$ cat src/rtl/hsd_pkg.sv
package hsd_pkg;
  typedef enum logic [2:0] {
    PH_IDLE,
    PH_UPD,
    PH_FLAG,
    PH_SHIFT,
    PH_DONE
  } phase_e;
endpackage

$ cat src/rtl/hsd_lfsr.sv
module hsd_lfsr #(
  parameter int unsigned   W    = 16,
  parameter logic [W-1:0]  TAPS = 16'hB400
) (
  input  logic         clk_i,
  input  logic         rst_ni,
  input  logic         load_i,
  input  logic         adv_i,
  input  logic [W-1:0] seed_i,
  output logic [W-1:0] state_o
);
  logic [W-1:0] s_q;

  always_ff @(posedge clk_i or negedge rst_ni) begin
    if (!rst_ni)     s_q <= '0;
    else if (load_i) s_q <= seed_i;
    else if (adv_i)  s_q <= {s_q[W-2:0], ^(s_q & TAPS)};
  end

  assign state_o = s_q;
endmodule

$ cat src/rtl/hsd_ctrl.sv
module hsd_ctrl
  import hsd_pkg::*;
#(
  parameter int unsigned CHAIN_LEN  = 32,
  parameter int unsigned NUM_BLOCKS = 4
) (
  input  logic clk_i,
  input  logic rst_ni,
  input  logic start_i,
  input  logic upd_bit_i,
  output logic lfsr_load_o,
  output logic lfsr_adv_o,
  output logic pat_init_o,
  output logic flag_shift_o,
  output logic shift_en_o,
  output logic blk_end_o,
  output logic done_o
);
  localparam int unsigned BLK_LEN = CHAIN_LEN / NUM_BLOCKS;
  localparam int unsigned CNT_W   = $clog2(CHAIN_LEN + 1);
  localparam int unsigned BLK_W   = $clog2(BLK_LEN + 1);

  phase_e            ph_q, ph_d;
  logic [CNT_W-1:0]  cnt_q, cnt_d;
  logic [BLK_W-1:0]  blk_q, blk_d;

  always_comb begin
    ph_d  = ph_q;
    cnt_d = cnt_q;
    blk_d = blk_q;
    unique case (ph_q)
      PH_IDLE: if (start_i) ph_d = PH_UPD;
      PH_UPD: begin
        cnt_d = '0;
        blk_d = '0;
        ph_d  = upd_bit_i ? PH_FLAG : PH_SHIFT;
      end
      PH_FLAG: begin
        if (cnt_q == CNT_W'(NUM_BLOCKS - 1)) begin
          cnt_d = '0;
          ph_d  = PH_SHIFT;
        end else begin
          cnt_d = cnt_q + 1'b1;
        end
      end
      PH_SHIFT: begin
        blk_d = blk_end_o ? '0 : blk_q + 1'b1;
        cnt_d = cnt_q + 1'b1;
        if (cnt_q == CNT_W'(CHAIN_LEN - 1)) ph_d = PH_DONE;
      end
      PH_DONE: ph_d = PH_IDLE;
      default: ph_d = PH_IDLE;
    endcase
  end

  always_ff @(posedge clk_i or negedge rst_ni) begin
    if (!rst_ni) begin
      ph_q  <= PH_IDLE;
      cnt_q <= '0;
      blk_q <= '0;
    end else begin
      ph_q  <= ph_d;
      cnt_q <= cnt_d;
      blk_q <= blk_d;
    end
  end

  assign lfsr_load_o  = (ph_q == PH_IDLE) && start_i;
  assign lfsr_adv_o   = (ph_q == PH_UPD) || (ph_q == PH_FLAG) || (ph_q == PH_SHIFT);
  assign pat_init_o   = (ph_q == PH_UPD);
  assign flag_shift_o = (ph_q == PH_FLAG);
  assign shift_en_o   = (ph_q == PH_SHIFT);
  assign blk_end_o    = shift_en_o && (blk_q == BLK_W'(BLK_LEN - 1));
  assign done_o       = (ph_q == PH_DONE);
endmodule

$ cat src/rtl/hsd_chain.sv
module hsd_chain #(
  parameter int unsigned NUM_BLOCKS = 4
) (
  input  logic clk_i,
  input  logic rst_ni,
  input  logic fresh_i,
  input  logic pat_init_i,
  input  logic flag_shift_i,
  input  logic shift_en_i,
  input  logic blk_end_i,
  output logic hold_o,
  output logic scan_o
);
  logic [NUM_BLOCKS-1:0] hf_q;
  logic                  held_q;
  logic [NUM_BLOCKS-1:0] hf_in, hf_rot;

  // flag for block 0 ends in bit 0; rotation restores order after B blocks
  assign hf_in  = (hf_q >> 1) | (NUM_BLOCKS'(fresh_i) << (NUM_BLOCKS - 1));
  assign hf_rot = (hf_q >> 1) | (NUM_BLOCKS'(hf_q[0]) << (NUM_BLOCKS - 1));

  always_ff @(posedge clk_i or negedge rst_ni) begin
    if (!rst_ni)                      hf_q <= '0;
    else if (flag_shift_i)            hf_q <= hf_in;
    else if (shift_en_i && blk_end_i) hf_q <= hf_rot;
  end

  assign hold_o = hf_q[0];
  assign scan_o = hold_o ? held_q : fresh_i;

  always_ff @(posedge clk_i or negedge rst_ni) begin
    if (!rst_ni)         held_q <= 1'b0;
    else if (pat_init_i) held_q <= 1'b0;
    else if (shift_en_i) held_q <= scan_o;
  end
endmodule

$ cat src/rtl/hold_scan_decomp.sv
module hold_scan_decomp #(
  parameter int unsigned        NUM_CHAINS = 4,
  parameter int unsigned        CHAIN_LEN  = 32,
  parameter int unsigned        NUM_BLOCKS = 4,
  parameter int unsigned        LFSR_W     = 16,
  parameter logic [LFSR_W-1:0]  LFSR_TAPS  = 16'hB400
) (
  input  logic                  clk_i,
  input  logic                  rst_ni,
  input  logic                  start_i,
  input  logic [LFSR_W-1:0]     seed_i,
  output logic [NUM_CHAINS-1:0] scan_o,
  output logic                  shift_en_o,
  output logic                  done_o
);
  logic [LFSR_W-1:0]     lfsr_s;
  logic                  lfsr_load, lfsr_adv, pat_init, flag_shift, blk_end;
  logic [NUM_CHAINS-1:0] hold_sel, chain_bit;

  hsd_lfsr #(.W(LFSR_W), .TAPS(LFSR_TAPS)) i_lfsr (
    .clk_i   (clk_i),
    .rst_ni  (rst_ni),
    .load_i  (lfsr_load),
    .adv_i   (lfsr_adv),
    .seed_i  (seed_i),
    .state_o (lfsr_s)
  );

  hsd_ctrl #(.CHAIN_LEN(CHAIN_LEN), .NUM_BLOCKS(NUM_BLOCKS)) i_ctrl (
    .clk_i        (clk_i),
    .rst_ni       (rst_ni),
    .start_i      (start_i),
    .upd_bit_i    (lfsr_s[0]),
    .lfsr_load_o  (lfsr_load),
    .lfsr_adv_o   (lfsr_adv),
    .pat_init_o   (pat_init),
    .flag_shift_o (flag_shift),
    .shift_en_o   (shift_en_o),
    .blk_end_o    (blk_end),
    .done_o       (done_o)
  );

  for (genvar c = 0; c < NUM_CHAINS; c++) begin : g_chain
    hsd_chain #(.NUM_BLOCKS(NUM_BLOCKS)) i_chain (
      .clk_i        (clk_i),
      .rst_ni       (rst_ni),
      .fresh_i      (lfsr_s[c]),
      .pat_init_i   (pat_init),
      .flag_shift_i (flag_shift),
      .shift_en_i   (shift_en_o),
      .blk_end_i    (blk_end),
      .hold_o       (hold_sel[c]),
      .scan_o       (chain_bit[c])
    );
  end

  assign scan_o = shift_en_o ? chain_bit : '0;
endmodule

$ cat config.mk
export PLATFORM = sky130hd
export DESIGN_NAME = hold_scan_decomp
export DESIGN_NICKNAME = d
export VERILOG_FILES = /design/src/rtl/hsd_pkg.sv /design/src/rtl/hsd_lfsr.sv /design/src/rtl/hsd_ctrl.sv /design/src/rtl/hsd_chain.sv /design/src/rtl/hold_scan_decomp.sv
export SDC_FILE = /design/constraint.sdc
export NUM_CORES = 1
export LEC_CHECK = 0
export BUFFER_PORTS_ARGS = -buffer_cell sky130_fd_sc_hd__buf_2
export CAP_MARGIN = 40
export CORE_UTILIZATION = 40
export CTS_BUF_LIST = sky130_fd_sc_hd__clkbuf_4
export DETAILED_ROUTE_END_ITERATION = 8
export PLACE_DENSITY = 0.57
export SLEW_MARGIN = 40
export SYNTH_ARGS = -nofsm -noshare
export SYNTH_HDL_FRONTEND = slang
export SYNTH_HIERARCHICAL = 1
export SYNTH_SLANG_ARGS = --single-unit
$ cat constraint.sdc
create_clock -name clk_i -period 2.7 [get_ports clk_i]
set_input_delay 0.54 -clock clk_i [delete_from_list [all_inputs] [get_ports clk_i]]
set_output_delay 0.54 -clock clk_i [all_outputs]
set_load 0.02 [all_outputs]
==> results of run 1 <==
## power groups by stage
stage	logic [W]	clock network, W	registers [W]
floorplan	0.00102	0	0.00131
global placement	0.00121	0	0.00141
detailed placement	0.00122	0	0.00141
CTS	0.00123	0.000469	0.00139
global route	0.00138	0.000492	0.00145
finish	0.00121	0.000448	0.00139
## worst paths after layout
| check | startpoint | endpoint | slack, ns | cells past startpoint |
|---|---|---|---|---|
| max | i_ctrl/ph_q[2]$_DFFE_PN0P_ | scan_o[1] | 0.36 | 5 |
| min | rst_ni | g_chain[1].i_chain/held_q$_DFFE_PN0P_ | 0.12 | 1 |
| max reg2reg | i_ctrl/ph_q[1]$_DFFE_PN0P_ | i_lfsr/state_o[14]$_DFFE_PN0P_ | 0.94 | 3 |
| min reg2reg | g_chain[1].i_chain/hf_q[1]$_DFFE_PN0P_ | g_chain[1].i_chain/hf_q[0]$_DFFE_PN0P_ | 0.50 | 1 |
| max in group asynchronous | rst_ni | i_lfsr/state_o[6]$_DFFE_PN0P_ | 1.97 | 2 |
| min in group clk_i | seed_i[5] | i_lfsr/state_o[5]$_DFFE_PN0P_ | 0.36 | 3 |
## routing by layer
| metal | vias to the layer above | GRT usage |
|---|---|---|
| met4 | 0 | 0.0625 |
| met2 | 28 | 0.235 |
| met3 | 7 | 0.0386 |
| li1 | 857 | - |
| met5 | - | 0 |
| met1 | 745 | 0.207 |
## cell usage after synthesis
cell type                  instances
sky130_fd_sc_hd__nor3b_2           1
sky130_fd_sc_hd__xor2_1            2
sky130_fd_sc_hd__nor2_1           10
sky130_fd_sc_hd__o21a_1            1
sky130_fd_sc_hd__clkbuf_1          2
sky130_fd_sc_hd__and4b_1           1
sky130_fd_sc_hd__o21ai_0          16
sky130_fd_sc_hd__o21bai_2          1
sky130_fd_sc_hd__a32o_1            1
sky130_fd_sc_hd__mux2_2            4
sky130_fd_sc_hd__nand4_1           1
sky130_fd_sc_hd__dfrtp_1          49
sky130_fd_sc_hd__a21oi_1           1
sky130_fd_sc_hd__o41ai_1           1
sky130_fd_sc_hd__inv_1             4
sky130_fd_sc_hd__and2_1            4
sky130_fd_sc_hd__buf_2             3
sky130_fd_sc_hd__o21ai_2           1
sky130_fd_sc_hd__nor2b_1           2
sky130_fd_sc_hd__buf_6             2
sky130_fd_sc_hd__mux2_1           12
sky130_fd_sc_hd__nand3_1           3
sky130_fd_sc_hd__ha_1              2
sky130_fd_sc_hd__and3b_1           1
sky130_fd_sc_hd__a22oi_1           2
sky130_fd_sc_hd__nand2_1          32
sky130_fd_sc_hd__or4_4             1
sky130_fd_sc_hd__xnor2_1           1
sky130_fd_sc_hd__a22o_1            2
sky130_fd_sc_hd__mux2i_1          27
sky130_fd_sc_hd__o21ai_1          15
sky130_fd_sc_hd__and3_1            1
sky130_fd_sc_hd__a21oi_2           4
sky130_fd_sc_hd__nor3_1            2
sky130_fd_sc_hd__buf_12            1
sky130_fd_sc_hd__or3b_1            1
sky130_fd_sc_hd__nand3b_1          2
sky130_fd_sc_hd__nor4b_1           2
sky130_fd_sc_hd__nand2b_1          9
## area by class of cell
cell class / instances / area [um^2] / share of cell area
clock buffer: 6 / 45.0 / 0.0164
clock inverter: 2 / 38.8 / 0.0141
inverter: 4 / 15.0 / 0.00545
multi-input combinational: 166 / 1150 / 0.419
sequential: 49 / 1230 / 0.445
tap: 75 / 93.8 / 0.0341
timing repair buffer: 32 / 180 / 0.0654
## flip-flops by register name, summed over array words and instances (netlist names)
name / cells
g_chain.i_chain/hf_q: 16
i_ctrl/blk_q: 4
g_chain.i_chain/held_q: 4
i_ctrl/ph_q: 3
i_lfsr/state_o: 16
i_ctrl/cnt_q: 6
## logic make-up (layout without fill, tap and decap cells)
logic type	Yosys count	count (layout)	synth area share
DFF	49	49	0.499
muxes	43	43	0.183
and+or+nand+nor	73	73	0.152
AOI/OAI and AO/OA	45	45	0.112
buffers and inverters	12	44	0.0326
xor gates and xnor gates	3	3	0.0107
adders and majority gates	2	2	0.0102
## cells in the final DEF (no fill, tap or decap), types with 3 or more instances in the layout
master / netlist / final
sky130_fd_sc_hd__dfrtp_1: 49 / 49
sky130_fd_sc_hd__nand2_1: 32 / 32
sky130_fd_sc_hd__mux2i_1: 27 / 27
sky130_fd_sc_hd__buf_2: 3 / 24
sky130_fd_sc_hd__o21ai_0: 16 / 16
sky130_fd_sc_hd__o21ai_1: 15 / 15
sky130_fd_sc_hd__mux2_1: 12 / 12
sky130_fd_sc_hd__nor2_1: 10 / 10
sky130_fd_sc_hd__nand2b_1: 9 / 9
sky130_fd_sc_hd__buf_4: 0 / 8
sky130_fd_sc_hd__clkbuf_4: 0 / 6
sky130_fd_sc_hd__and2_1: 4 / 4
sky130_fd_sc_hd__mux2_2: 4 / 4
sky130_fd_sc_hd__a21oi_2: 4 / 4
sky130_fd_sc_hd__inv_1: 4 / 4
sky130_fd_sc_hd__nand3_1: 3 / 3
## critical path: stages, from the launching register on
cell and delay, ns:
sky130_fd_sc_hd__dfrtp_1 0.53, sky130_fd_sc_hd__nand2b_1 0.25, sky130_fd_sc_hd__nor2_1 0.11, sky130_fd_sc_hd__buf_4 0.22, sky130_fd_sc_hd__and2_1 0.16, sky130_fd_sc_hd__buf_2 0.16
## metrics by stage
| step | util | hold slack (ns) | cells |
|---|---|---|---|
| floorplan | - | 0.244 | 227 |
| global placement | 0.451 | 0.466 | 326 |
| detailed placement | 0.451 | 0.473 | 326 |
| CTS | 0.465 | 0.136 | 334 |
| global route | 0.465 | 0.149 | 334 |
| finish | 0.465 | 0.121 | 334 |
==> run_summary.xml, run 1 <==
<?xml version="1.0" encoding="UTF-8"?>
<metrics>
  <group name="status">
    <metric name="status" unit="">complete, no violations</metric>
  </group>
  <group name="routing">
    <metric name="ant_nets" unit="">0</metric>
    <metric name="drt_wl_total" unit="um">4200</metric>
    <metric name="wl_met2" unit="um">1830</metric>
    <metric name="drt_first_iter_violations" unit="">54</metric>
    <metric name="avgViaCountPerCell" unit="">4.90</metric>
    <metric name="post_drt_wl_per_cell" unit="um">12.6</metric>
    <metric name="m1WireLength" unit="um">2110</metric>
    <metric name="detail_route.drc_violations" unit="">0</metric>
    <metric name="detailedRoute.firstPassIterationCount" unit="">4</metric>
    <metric name="route.top_layer_used" unit="">met4</metric>
    <metric name="vias" unit="">1637</metric>
    <metric name="met3WireLength" unit="um">179</metric>
  </group>
  <group name="timing">
    <metric name="max_slew.worst_pin.slew" unit="ns">0.726</metric>
    <metric name="final_sum_of_negative_setup_slack" unit="ns">0</metric>
    <metric name="final.min_clock_period" unit="ns">2.34</metric>
    <metric name="slew_headroom" unit="">0.514</metric>
    <metric name="grt_setup_unrepaired" unit="">false</metric>
    <metric name="hold_violations" unit="">0</metric>
    <metric name="min_period_over_period" unit="">0.866</metric>
    <metric name="maxSlewViolCount" unit="">0</metric>
    <metric name="fin_worst_skew" unit="ns">0.0231</metric>
    <metric name="max_freq" unit="GHz">0.428</metric>
    <metric name="postLayoutSetupSlackWorst" unit="ns">0.361</metric>
    <metric name="setup_viol" unit="">0</metric>
  </group>
  <group name="global_route">
    <metric name="antenna_found_initial" unit="">0</metric>
    <metric name="grt-ovfl-total" unit="">0</metric>
    <metric name="wire_length_of_the_first_global_routing_pass" unit="um">7520</metric>
    <metric name="via_count_of_the_first_global_routing_pass" unit="">1627</metric>
    <metric name="grt_util_all_layers" unit="">0.154</metric>
    <metric name="grt_start_max_net_pins" unit="">26</metric>
  </group>
  <group name="flow_run">
    <metric name="cap_violations" unit="">0</metric>
  </group>
  <group name="clock_network">
    <metric name="tritoncts" unit="">done</metric>
    <metric name="ctsHtreeMaxLevel" unit="">2</metric>
    <metric name="post_cts_resized" unit="">0</metric>
    <metric name="cts.reportedPaths.clkPinSlew" unit="ns">0.16</metric>
    <metric name="cts_inserted_buffers" unit="">5</metric>
    <metric name="post-cts-setup-buffers" unit="">0</metric>
    <metric name="ctsRootBufferMaster" unit="">sky130_fd_sc_hd__clkbuf_4</metric>
    <metric name="cts-root-to-sink-buffers" unit="">2</metric>
    <metric name="cts.hold.buffers_added" unit="">0</metric>
    <metric name="clk-insertion-delay-late" unit="ns">0.38</metric>
    <metric name="clock_sink_total" unit="">49</metric>
  </group>
  <group name="pwr">
    <metric name="total_switching_power" unit="W">0.00113</metric>
    <metric name="share_clk_of_total_power" unit="">0.147</metric>
    <metric name="power.ir.vdd_worst" unit="mV">0.398</metric>
    <metric name="sequentialPowerShare" unit="">0.456</metric>
    <metric name="power.share.switching" unit="">0.371</metric>
    <metric name="power_leakage" unit="nW">1.36</metric>
    <metric name="power.combinational.fraction" unit="">0.397</metric>
    <metric name="internal_power" unit="W">0.00191</metric>
    <metric name="power-per-cell-area" unit="mW/mm^2">1100</metric>
    <metric name="p_total" unit="W">0.00304</metric>
  </group>
  <group name="floorplanning">
    <metric name="die-area" unit="mm^2">0.00645</metric>
    <metric name="start_util" unit="">0.415</metric>
    <metric name="rows" unit="">28</metric>
    <metric name="die_x" unit="um">80.3</metric>
    <metric name="fp.coreArea" unit="mm^2">0.00592</metric>
    <metric name="top_level_ports" unit="">25</metric>
    <metric name="chipHeight" unit="um">80.3</metric>
  </group>
  <group name="synth">
    <metric name="synthesis.yosys.warnings" unit="">6</metric>
    <metric name="synthesis.area_per_instance" unit="um^2">10.8</metric>
    <metric name="synth.cell_area" unit="mm^2">0.00245</metric>
    <metric name="syn-num-nets" unit="">248</metric>
    <metric name="synth_cell_type_count" unit="">39</metric>
    <metric name="yosys.area.top_type" unit="">sky130_fd_sc_hd__dfrtp_1</metric>
    <metric name="synthTopCellsByArea" unit="">sky130_fd_sc_hd__dfrtp_1, sky130_fd_sc_hd__mux2i_1, sky130_fd_sc_hd__mux2_1</metric>
    <metric name="ys_seq_area_frac" unit="">0.499</metric>
    <metric name="post-synth-top-area-fraction" unit="">0.499</metric>
    <metric name="register_bit_total_from_synthesis" unit="">49</metric>
    <metric name="syn_inst" unit="">227</metric>
  </group>
  <group name="setup_path">
    <metric name="worstPathMaxFanout" unit="">17</metric>
    <metric name="setup.worst_path.end_class" unit="">output pin</metric>
    <metric name="worst_ep_arrival_time" unit="ns">1.80</metric>
    <metric name="critPathLaunchType" unit="">register</metric>
    <metric name="critPathKind" unit="">reg2out</metric>
    <metric name="critical_path_required" unit="ns">2.16</metric>
  </group>
  <group name="worst_hold_path">
    <metric name="hold_class" unit="">in2async</metric>
  </group>
  <group name="final_layout">
    <metric name="final_layout_size_suffix_gt1_frac" unit="">0.205</metric>
    <metric name="number_of_fillers_in_the_final_layout" unit="">589</metric>
    <metric name="finalInstanceArea" unit="mm^2">0.00275</metric>
    <metric name="areaGrowthSynthToFinish" unit="%">12.2</metric>
    <metric name="insertedDiodeCount" unit="">0</metric>
    <metric name="final_net_count" unit="">279</metric>
  </group>
  <group name="placed_design">
    <metric name="dpl.hpwl" unit="um">2950</metric>
    <metric name="count_of_buffers_from_port_buffering" unit="">24</metric>
    <metric name="placement.setup.worst_slack" unit="ns">0.797</metric>
    <metric name="gp_routability_congestion" unit="">0.821</metric>
    <metric name="placedInstanceArea" unit="mm^2">0.00267</metric>
  </group>
</metrics>
No activity file was read; power rests on OpenSTA's default activity.
==> run 2: changes to the inputs <==
CORE_UTILIZATION = 23   (was 40)
PLACE_DENSITY = 0.37   (was 0.57)
==> run_summary.xml, run 2 (same netlist as run 1, synthesis figures left out) <==
<?xml version="1.0" encoding="UTF-8"?>
<metrics>
  <group name="timing">
    <metric name="min_period_over_period" unit="">0.862</metric>
    <metric name="final_sum_of_negative_setup_slack" unit="ns">0</metric>
    <metric name="maxSlewViolCount" unit="">0</metric>
    <metric name="fin_worst_skew" unit="ns">0.0202</metric>
    <metric name="postLayoutSetupSlackWorst" unit="ns">0.374</metric>
    <metric name="setup_viol" unit="">0</metric>
    <metric name="max_slew.worst_pin.slew" unit="ns">0.677</metric>
    <metric name="slew_headroom" unit="">0.549</metric>
    <metric name="grt_setup_unrepaired" unit="">false</metric>
    <metric name="max_freq" unit="GHz">0.430</metric>
    <metric name="hold_violations" unit="">0</metric>
    <metric name="final.min_clock_period" unit="ns">2.33</metric>
  </group>
  <group name="global_route">
    <metric name="global_route.peak_usage_layer" unit="">met2</metric>
    <metric name="grt-ovfl-total" unit="">0</metric>
    <metric name="use_met1" unit="">0.123</metric>
    <metric name="grt_util_all_layers" unit="">0.0990</metric>
    <metric name="wire_length_of_the_first_global_routing_pass" unit="um">8670</metric>
    <metric name="via_count_of_the_first_global_routing_pass" unit="">1767</metric>
    <metric name="grt_use_met2" unit="">0.159</metric>
    <metric name="antenna_found_initial" unit="">1</metric>
    <metric name="grt_start_max_net_pins" unit="">34</metric>
    <metric name="m3_gr_usage" unit="">0.0223</metric>
  </group>
  <group name="floorplanning">
    <metric name="die-area" unit="mm^2">0.0111</metric>
    <metric name="rows" unit="">37</metric>
    <metric name="die_x" unit="um">105</metric>
    <metric name="fp.coreArea" unit="mm^2">0.0103</metric>
    <metric name="start_util" unit="">0.238</metric>
    <metric name="chipHeight" unit="um">105</metric>
    <metric name="top_level_ports" unit="">25</metric>
  </group>
  <group name="pwr">
    <metric name="power.combinational.fraction" unit="">0.409</metric>
    <metric name="power.ir.vdd_worst" unit="mV">0.357</metric>
    <metric name="internal_power" unit="W">0.00182</metric>
    <metric name="sequentialPowerShare" unit="">0.471</metric>
    <metric name="power.share.switching" unit="">0.386</metric>
    <metric name="power_leakage" unit="nW">1.34</metric>
    <metric name="power-per-cell-area" unit="mW/mm^2">1060</metric>
    <metric name="share_clk_of_total_power" unit="">0.119</metric>
    <metric name="total_switching_power" unit="W">0.00114</metric>
  </group>
  <group name="placed_design">
    <metric name="gp_routability_congestion" unit="">0.696</metric>
    <metric name="dpl.hpwl" unit="um">3450</metric>
    <metric name="count_of_buffers_from_port_buffering" unit="">24</metric>
    <metric name="placedInstanceArea" unit="mm^2">0.00274</metric>
    <metric name="placement.setup.worst_slack" unit="ns">0.743</metric>
  </group>
  <group name="final_layout">
    <metric name="finalInstanceArea" unit="mm^2">0.00280</metric>
    <metric name="multiInputGateArea" unit="mm^2">0.00115</metric>
    <metric name="util_after_layout" unit="">0.271</metric>
    <metric name="number_of_fillers_in_the_final_layout" unit="">1108</metric>
    <metric name="layout_commonest_cell" unit="">sky130_fd_sc_hd__dfrtp_1</metric>
    <metric name="final_layout_size_suffix_gt1_frac" unit="">0.202</metric>
    <metric name="areaGrowthSynthToFinish" unit="%">14.1</metric>
    <metric name="area.sequential" unit="mm^2">0.00123</metric>
    <metric name="layout.cells.most_common_list" unit="">sky130_fd_sc_hd__dfrtp_1, sky130_fd_sc_hd__nand2_1, sky130_fd_sc_hd__mux2i_1, sky130_fd_sc_hd__buf_2, sky130_fd_sc_hd__o21ai_0</metric>
    <metric name="final_net_count" unit="">278</metric>
  </group>
  <group name="routing">
    <metric name="post_drt_wl_per_cell" unit="um">12.4</metric>
    <metric name="detailedRoute.firstPassIterationCount" unit="">4</metric>
    <metric name="drt_first_iter_violations" unit="">55</metric>
    <metric name="avgViaCountPerCell" unit="">4.29</metric>
    <metric name="drt_wl_total" unit="um">4910</metric>
    <metric name="vias" unit="">1695</metric>
    <metric name="detail_route.drc_violations" unit="">0</metric>
    <metric name="ant_nets" unit="">0</metric>
  </group>
  <group name="clock_network">
    <metric name="cts.reportedPaths.clkPinSlew" unit="ns">0.15</metric>
    <metric name="ctsHtreeMaxLevel" unit="">2</metric>
    <metric name="clk-insertion-delay-late" unit="ns">0.37</metric>
    <metric name="ctsRootBufferMaster" unit="">sky130_fd_sc_hd__clkbuf_4</metric>
    <metric name="cts-root-to-sink-buffers" unit="">2</metric>
    <metric name="clock_sink_total" unit="">49</metric>
    <metric name="tritoncts" unit="">done</metric>
    <metric name="post-cts-setup-buffers" unit="">0</metric>
    <metric name="post_cts_resized" unit="">0</metric>
    <metric name="cts.hold.buffers_added" unit="">0</metric>
    <metric name="cts_inserted_buffers" unit="">5</metric>
  </group>
  <group name="worst_hold_path">
    <metric name="hold_class" unit="">in2async</metric>
  </group>
  <group name="flow_run">
    <metric name="cap_violations" unit="">0</metric>
  </group>
  <group name="setup_path">
    <metric name="setup.worst_path.end_class" unit="">output pin</metric>
    <metric name="r2r_cells" unit="">6</metric>
    <metric name="worst_ep_arrival_time" unit="ns">1.79</metric>
    <metric name="critPathLaunchType" unit="">register</metric>
    <metric name="critPathKind" unit="">reg2out</metric>
    <metric name="worstPathMaxFanout" unit="">17</metric>
    <metric name="critical_path_required" unit="ns">2.16</metric>
  </group>
  <group name="status">
    <metric name="status" unit="">complete, no violations</metric>
  </group>
</metrics>
## run 2: cell count changes in the layout (fill, tap and decap cells not counted), sizes merged
cell and change:
diode +1, buf -1, inv +1, bufinv -1
## run 2: power groups by stage
stage	Clock, W	Sequential (W)	Combinational (W)
finish	0.000353	0.00140	0.00121
global route	0.000414	0.00147	0.00139
CTS	0.000387	0.00140	0.00124
detailed placement	0	0.00142	0.00125
global placement	0	0.00143	0.00123
floorplan	0	0.00131	0.00102
## run 2: critical path, stage by stage, from the launching register on
cell and delay, ns:
sky130_fd_sc_hd__dfrtp_1 0.59, sky130_fd_sc_hd__nand2b_1 0.17, sky130_fd_sc_hd__nor2_1 0.12, sky130_fd_sc_hd__buf_4 0.23, sky130_fd_sc_hd__and2_1 0.16, sky130_fd_sc_hd__buf_2 0.16
## run 2: layout make-up
class / count / area share
antenna: 1 / 0.000894
clock buffer: 6 / 0.0161
clock inverter: 2 / 0.00492
inverter: 4 / 0.00536
multi-input combinational: 166 / 0.412
sequential: 49 / 0.438
tap: 136 / 0.0608
timing repair buffer: 31 / 0.0617
## run 2: stage by stage
stage	hold WS (ns)	std cells	power (W)
2_1_floorplan	0.244	227	0.00232
3_3_place_gp	0.468	386	0.00266
3_5_place_dp	0.472	386	0.00267
4_1_cts	0.206	394	0.00303
5_1_grt	0.215	395	0.00328
6_report	0.185	395	0.00296
## run 2: path summary, 6_finish.rpt
| check | start | end | slack, ns |
|---|---|---|---|
| worst min register to register | g_chain[1].i_chain/hf_q[1]$_DFFE_PN0P_ | g_chain[1].i_chain/hf_q[0]$_DFFE_PN0P_ | 0.49 |
| worst max-delay path | i_ctrl/ph_q[1]$_DFFE_PN0P_ | scan_o[3] | 0.37 |
| max in group asynchronous | rst_ni | i_ctrl/cnt_q[4]$_DFFE_PN0P_ | 1.88 |
| min in group clk_i | seed_i[13] | i_lfsr/state_o[13]$_DFFE_PN0P_ | 0.36 |
| worst min-delay path | rst_ni | g_chain[0].i_chain/hf_q[1]$_DFFE_PN0P_ | 0.18 |
| worst max register to register | i_ctrl/blk_q[0]$_DFFE_PN0P_ | g_chain[0].i_chain/hf_q[2]$_DFFE_PN0P_ | 0.98 |
## run 2: per-layer routing
| layer | routed length [um] | vias up | part of all wire |
|---|---|---|---|
| met5 | 0 | - | 0 |
| met4 | 104 | 0 | 0.021 |
| met3 | 119 | 7 | 0.024 |
| met2 | 2310 | 21 | 0.47 |
| met1 | 2380 | 811 | 0.48 |
| li1 | - | 856 | - |
